File: src/rtl/ovr_rf_pkg.sv
package ovr_rf_pkg;

    // Classification of a word address against the built map
    typedef struct packed {
        logic hit;   // address names a built slot
        logic top;   // slot is the most-significant word of its operand
    } addr_class_t;

    function automatic addr_class_t classify(input int unsigned a,
                                             input int unsigned num_words,
                                             input int unsigned opnd_words);
        addr_class_t c;
        c.hit = (a < num_words);
        c.top = ((a % opnd_words) == (opnd_words - 1));
        return c;
    endfunction

endpackage

File: src/rtl/ovr_rf_store.sv
module ovr_rf_store #(
    parameter int WORD_W    = 8,
    parameter int ADDR_W    = 4,
    parameter int NUM_WORDS = 12
) (
    input  logic              clk,
    input  logic              wr_en,
    input  logic [ADDR_W-1:0] wr_addr,
    input  logic [WORD_W-1:0] wr_data,
    output logic [WORD_W-1:0] mem_q [NUM_WORDS]
);

    // One enable per built slot; unbuilt addresses decode to nothing
    generate
        for (genvar i = 0; i < NUM_WORDS; i++) begin : g_slot
            logic sel;
            assign sel = wr_en && (wr_addr == ADDR_W'(i));
            always_ff @(posedge clk) begin
                if (sel) begin
                    mem_q[i] <= wr_data;
                end
            end
        end
    endgenerate

endmodule

File: src/rtl/ovr_rf_rdport.sv
module ovr_rf_rdport
    import ovr_rf_pkg::*;
#(
    parameter int WORD_W     = 8,
    parameter int ADDR_W     = 4,
    parameter int NUM_WORDS  = 12,
    parameter int OPND_WORDS = 3
) (
    input  logic              clk,
    input  logic              rst,
    input  logic [WORD_W-1:0] mem_i [NUM_WORDS],
    input  logic [ADDR_W-1:0] addr,
    output logic [WORD_W-1:0] data_o,
    output logic              ovl_o
);

    addr_class_t       cls;
    logic [WORD_W-1:0] word_c;
    logic              nxt_lsb_c;
    logic              ovl_c;

    always_comb begin
        cls = classify(32'(addr), NUM_WORDS, OPND_WORDS);
    end

    // Word select over built slots only
    always_comb begin
        word_c = '0;
        for (int i = 0; i < NUM_WORDS; i++) begin
            if (addr == ADDR_W'(i)) begin
                word_c = mem_i[i];
            end
        end
    end

    // Bit 0 of the slot above the addressed one
    always_comb begin
        nxt_lsb_c = 1'b0;
        for (int i = 0; i < NUM_WORDS - 1; i++) begin
            if (addr == ADDR_W'(i)) begin
                nxt_lsb_c = mem_i[i+1][0];
            end
        end
    end

    assign ovl_c = cls.hit && !cls.top && nxt_lsb_c;

    always_ff @(posedge clk) begin
        if (rst) begin
            data_o <= '0;
            ovl_o  <= 1'b0;
        end else begin
            data_o <= word_c;
            ovl_o  <= ovl_c;
        end
    end

endmodule

File: src/rtl/ovr_regfile.sv
module ovr_regfile #(
    parameter int WORD_W     = 8,
    parameter int ADDR_W     = 4,
    parameter int NUM_WORDS  = 12,
    parameter int OPND_WORDS = 3
) (
    input  logic              clk,
    input  logic              rst,
    input  logic              wr_en,
    input  logic [ADDR_W-1:0] wr_addr,
    input  logic [WORD_W-1:0] wr_data,
    input  logic [ADDR_W-1:0] rd0_addr,
    output logic [WORD_W-1:0] rd0_data,
    output logic              rd0_ovl,
    input  logic [ADDR_W-1:0] rd1_addr,
    output logic [WORD_W-1:0] rd1_data,
    output logic              rd1_ovl
);

    localparam int NUM_RD = 2;

    logic [WORD_W-1:0] mem   [NUM_WORDS];
    logic [ADDR_W-1:0] rd_a  [NUM_RD];
    logic [WORD_W-1:0] rd_d  [NUM_RD];
    logic              rd_o  [NUM_RD];

    assign rd_a[0]  = rd0_addr;
    assign rd_a[1]  = rd1_addr;
    assign rd0_data = rd_d[0];
    assign rd0_ovl  = rd_o[0];
    assign rd1_data = rd_d[1];
    assign rd1_ovl  = rd_o[1];

    ovr_rf_store #(
        .WORD_W   (WORD_W),
        .ADDR_W   (ADDR_W),
        .NUM_WORDS(NUM_WORDS)
    ) u_store (
        .clk    (clk),
        .wr_en  (wr_en),
        .wr_addr(wr_addr),
        .wr_data(wr_data),
        .mem_q  (mem)
    );

    generate
        for (genvar p = 0; p < NUM_RD; p++) begin : g_rd
            ovr_rf_rdport #(
                .WORD_W    (WORD_W),
                .ADDR_W    (ADDR_W),
                .NUM_WORDS (NUM_WORDS),
                .OPND_WORDS(OPND_WORDS)
            ) u_port (
                .clk   (clk),
                .rst   (rst),
                .mem_i (mem),
                .addr  (rd_a[p]),
                .data_o(rd_d[p]),
                .ovl_o (rd_o[p])
            );
        end
    endgenerate

endmodule

File: config.mk
export PLATFORM = sky130hd
export DESIGN_NAME = ovr_regfile
export DESIGN_NICKNAME = d
export VERILOG_FILES = /design/src/rtl/ovr_rf_pkg.sv /design/src/rtl/ovr_rf_store.sv /design/src/rtl/ovr_rf_rdport.sv /design/src/rtl/ovr_regfile.sv
export SDC_FILE = /design/constraint.sdc
export NUM_CORES = 1
export LEC_CHECK = 0
export BUFFER_PORTS_ARGS = -buffer_cell sky130_fd_sc_hd__buf_2
export CORE_UTILIZATION = 50
export DETAILED_ROUTE_END_ITERATION = 12
export GPL_TIMING_DRIVEN = 0
export PLACE_DENSITY = 0.68
export SYNTH_ARGS = -nofsm -noshare
export SYNTH_HDL_FRONTEND = slang
export SYNTH_SLANG_ARGS = --single-unit
File: constraint.sdc
create_clock -name clk -period 7.9 [get_ports clk]
set_input_delay 0.395 -clock clk [delete_from_list [all_inputs] [get_ports clk]]
set_output_delay 0.395 -clock clk [all_outputs]
set_load 0.01 [all_outputs]
==> impl_metrics.env <==
export IMPL_hold_depth=1
export IMPL_worst_pin_slew_ps=1318
export IMPL_netlist_area_mm2=0.006017
export IMPL_reg2regPathDepth=5
export IMPL_critPathRequiredTime_ps=8190
export IMPL_finalCriticalPeriod_ps=3109
export IMPL_combPwrFrac=0.115
export IMPL_grt_pass1_vias=5071
export IMPL_rrSetupSlack_ps=6110
export IMPL_syn_to_final_growth_pct=16.28
export IMPL_ys_async_sr_fraction=0
export IMPL_violations="DRC"
export IMPL_rr_endpoint="g_rd[1].u_port.data_o[1]"
export IMPL_worstHoldStart="wr_data[3]"
export IMPL_ios=41
export IMPL_p_clk_frac=0.467
export IMPL_cap_viol_max_count=0
export IMPL_die_h_um=111.7
export IMPL_synth_top_cells_by_count="edfxtp_1 (96), a21oi_1 (53), nor2_1 (49), nand2_1 (40), o21ai_0 (32)"
export IMPL_h_tree_depth=4
export IMPL_synth_edf_count=96
export IMPL_die_w_um=111.7
export IMPL_finish_instance_area_mm2=0.006997
export IMPL_yosys_register_bits=114
export IMPL_r2r_start="u_store.mem_q[65]"
export IMPL_start_util=0.5203
export IMPL_place_area_mm2=0.006396
export IMPL_root_buffer="clkbuf_16"
export IMPL_cts_sinks=114
export IMPL_vias_per_cell=6.804
export IMPL_rows=39
export IMPL_syn_nets=588
export IMPL_grt_pass1_wl_um=29890
export IMPL_place_congestion=0.9508
export IMPL_slew_viol_final=0
export IMPL_setup_tns_ps=0
export IMPL_route_detailed_drc=3
export IMPL_synth_seq_area_share=0.5390
export IMPL_insertion_delay_ps=420
export IMPL_core_area_mm2=0.01156
export IMPL_switching_power_mw=0.3976
export IMPL_yosys_area_top_type_share=0.4791
export IMPL_clk_pin_slew_ps=50
export IMPL_setup_viol=0
export IMPL_wl_per_cell_um=26.21
export IMPL_crit_type="input port to flop"
export IMPL_outcome="finished with violations"
export IMPL_timing_fmax_mhz=321.7
export IMPL_p_per_area_mw_per_mm2=231.9
export IMPL_drive_above_1_share=0.1659
export IMPL_layout_nets=645
export IMPL_final_util=0.6050
export IMPL_wl_um=20180
export IMPL_grt_overflow=0
export IMPL_hold_ws_ps=314.6
export IMPL_p_int_mw=1.225
export IMPL_slew_headroom=0.1148
export IMPL_portBuffers=38
export IMPL_grt_max_degree=17
export IMPL_leakage_nw=2.497
export IMPL_cp_start_kind="input port"
export IMPL_drt_iter0_drc=692
export IMPL_diodes=0
export IMPL_numCtsBuffers=17
export IMPL_final_cells=770
export IMPL_rsz0062_at_grt="no"
export IMPL_vias=5239
export IMPL_hold_viol=0
export IMPL_end_kind="flop"
export IMPL_antenna_left=0
export IMPL_switching_share=0.2451
export IMPL_die_area_mm2=0.01248
export IMPL_synthFlopType="edfxtp_1"
export IMPL_dr_pass1_iters=9
export IMPL_synth_area_per_cell_um2=10.80
export IMPL_filler_cell_count=962
export IMPL_hold_path_class="input port to flop"
export IMPL_ys_types=66
export IMPL_peakVddDrop_mv=0.2070
export IMPL_yosysMostFrequentCell="edfxtp_1"
export IMPL_cts_hold_buf=0
export IMPL_yosys_warnings=0
export IMPL_cts_setup_buffers=0
export IMPL_yosys_top_cells_area="edfxtp_1 (48%), dfxtp_1 (6.0%), a21oi_1 (4.4%), nor2_1 (3.1%), mux2i_1 (2.8%)"
export IMPL_hpwlAfterDp_um=14570
export IMPL_cts_resized=0
export IMPL_synth_cells=557
export IMPL_clockBufferDepth=2
export IMPL_yosysTopAreaCell="edfxtp_1"
export IMPL_finalClockSkew_ps=6.497
export IMPL_holdPathEnd="u_store.mem_q[27]"
export IMPL_cts_tree="yes"
export IMPL_crit_arrival_ps=3400
export IMPL_seqPwrFrac=0.418
export IMPL_grt_util_all_layers=0.3347
export IMPL_worstPathMaxFanout=10
export IMPL_min_period_over_period=0.3935
export IMPL_place_inst=738
export IMPL_antenna_found_initial=0
-- routing by layer --
layer	vias to the layer above	track usage	routed length [µm]	share of wire
met5	-	0	0	0
met4	0	0.2045	1014	0.050
met3	71	0.07730	2028	0.10
met2	351	0.5097	9181	0.45
met1	2549	0.4358	7960	0.39
li1	2268	-	-	-
-- layout by cell type, fill, tap and decap left out, types with 3 or more instances in the layout --
| cell | n |
|---|---|
| a221o_1 | 5 |
| nand3b_1 | 5 |
| o21ai_0 | 32 |
| buf_1 | 3 |
| a31oi_1 | 3 |
| and2_1 | 4 |
| o2bb2ai_1 | 4 |
| ha_1 | 8 |
| mux2i_1 | 17 |
| nand4b_1 | 3 |
| dfxtp_1 | 18 |
| nor2b_1 | 14 |
| nand3_1 | 8 |
| nor3_1 | 16 |
| buf_2 | 53 |
| buf_4 | 4 |
| a22o_1 | 6 |
| edfxtp_1 | 96 |
| a21oi_1 | 53 |
| a211oi_1 | 5 |
| clkinv_2 | 4 |
| nand2b_1 | 10 |
| inv_1 | 17 |
| nand2_1 | 40 |
| mux4_2 | 6 |
| a21o_1 | 3 |
| clkbuf_16 | 21 |
| a32oi_1 | 3 |
| clkbuf_1 | 20 |
| a221oi_1 | 7 |
| a211o_1 | 3 |
| o22ai_1 | 11 |
| o221ai_1 | 9 |
| o32ai_1 | 4 |
| a22oi_1 | 15 |
| a21boi_0 | 6 |
| nor2_1 | 49 |
-- flip-flops by register name, indices dropped and copies added, names as in the netlist --
| name | cells |
|---|---|
| g_rd.u_port.ovl_o | 2 |
| g_rd.u_port.data_o | 16 |
| u_store.mem_q | 96 |
-- metrics by stage --
stage | total power [mW] | worst slack [ps]
4_1_cts | 1.618 | 4879
3_3_place_gp | 0.8684 | 4555
5_1_grt | 1.666 | 4582
2_1_floorplan | 0.8015 | 5102
6_report | 1.623 | 4791
3_5_place_dp | 0.8707 | 4453
-- cells by family after synthesis --
family / Yosys count / share of synthesized area
AOI/OAI and AO/OA: 188 / 0.2127
and+or+nand+nor: 163 / 0.1343
DFF: 114 / 0.5390
buffers and inverters: 58 / 0.04179
muxes: 24 / 0.05261
adders and majority gates: 8 / 0.01664
xor gates and xnor gates: 2 / 0.002912
-- worst max path at each step --
stage / startpoint / endpoint / cells past startpoint
CTS: rd1_addr[2] / g_rd[1].u_port.ovl_o / 13
finish: rd1_addr[2] / g_rd[1].u_port.ovl_o / 13
floorplan: rd1_addr[2] / g_rd[1].u_port.ovl_o / 12
global route: rd1_addr[2] / g_rd[1].u_port.ovl_o / 13
detailed placement: rd1_addr[2] / g_rd[1].u_port.ovl_o / 13
global placement: rd1_addr[2] / g_rd[1].u_port.ovl_o / 13
-- worst max-delay path, cell delays in order --
cell       delay [ps]
buf_2             130
buf_2             240
clkbuf_1          520
clkbuf_1          150
ha_1              180
a21bo_2           160
a21boi_0          330
mux2i_1           380
ha_1              200
nand2_1            50
or4_1             400
o211a_1           130
a2bb2oi_1         140
-- power by group through the flow --
stage	clock (mW)	combinational, mW	sequential, mW
floorplan	0	0.110	0.691
global placement	0	0.179	0.689
detailed placement	0	0.181	0.690
CTS	0.758	0.182	0.678
global route	0.788	0.199	0.679
finish	0.758	0.186	0.678
-- layout make-up --
type	instances	area, µm²	area share
Tap cell	143	178.9	0.02557
Clock inverter	7	40.04	0.005722
Multi-Input combinational cell	385	2532	0.3619
Timing Repair Buffer	38	190.2	0.02718
Inverter	18	67.56	0.009657
Buffer	40	183.9	0.02629
Sequential cell	114	3243	0.4635
Clock buffer	25	560.5	0.08011
Power figures use the tool's default switching activity.
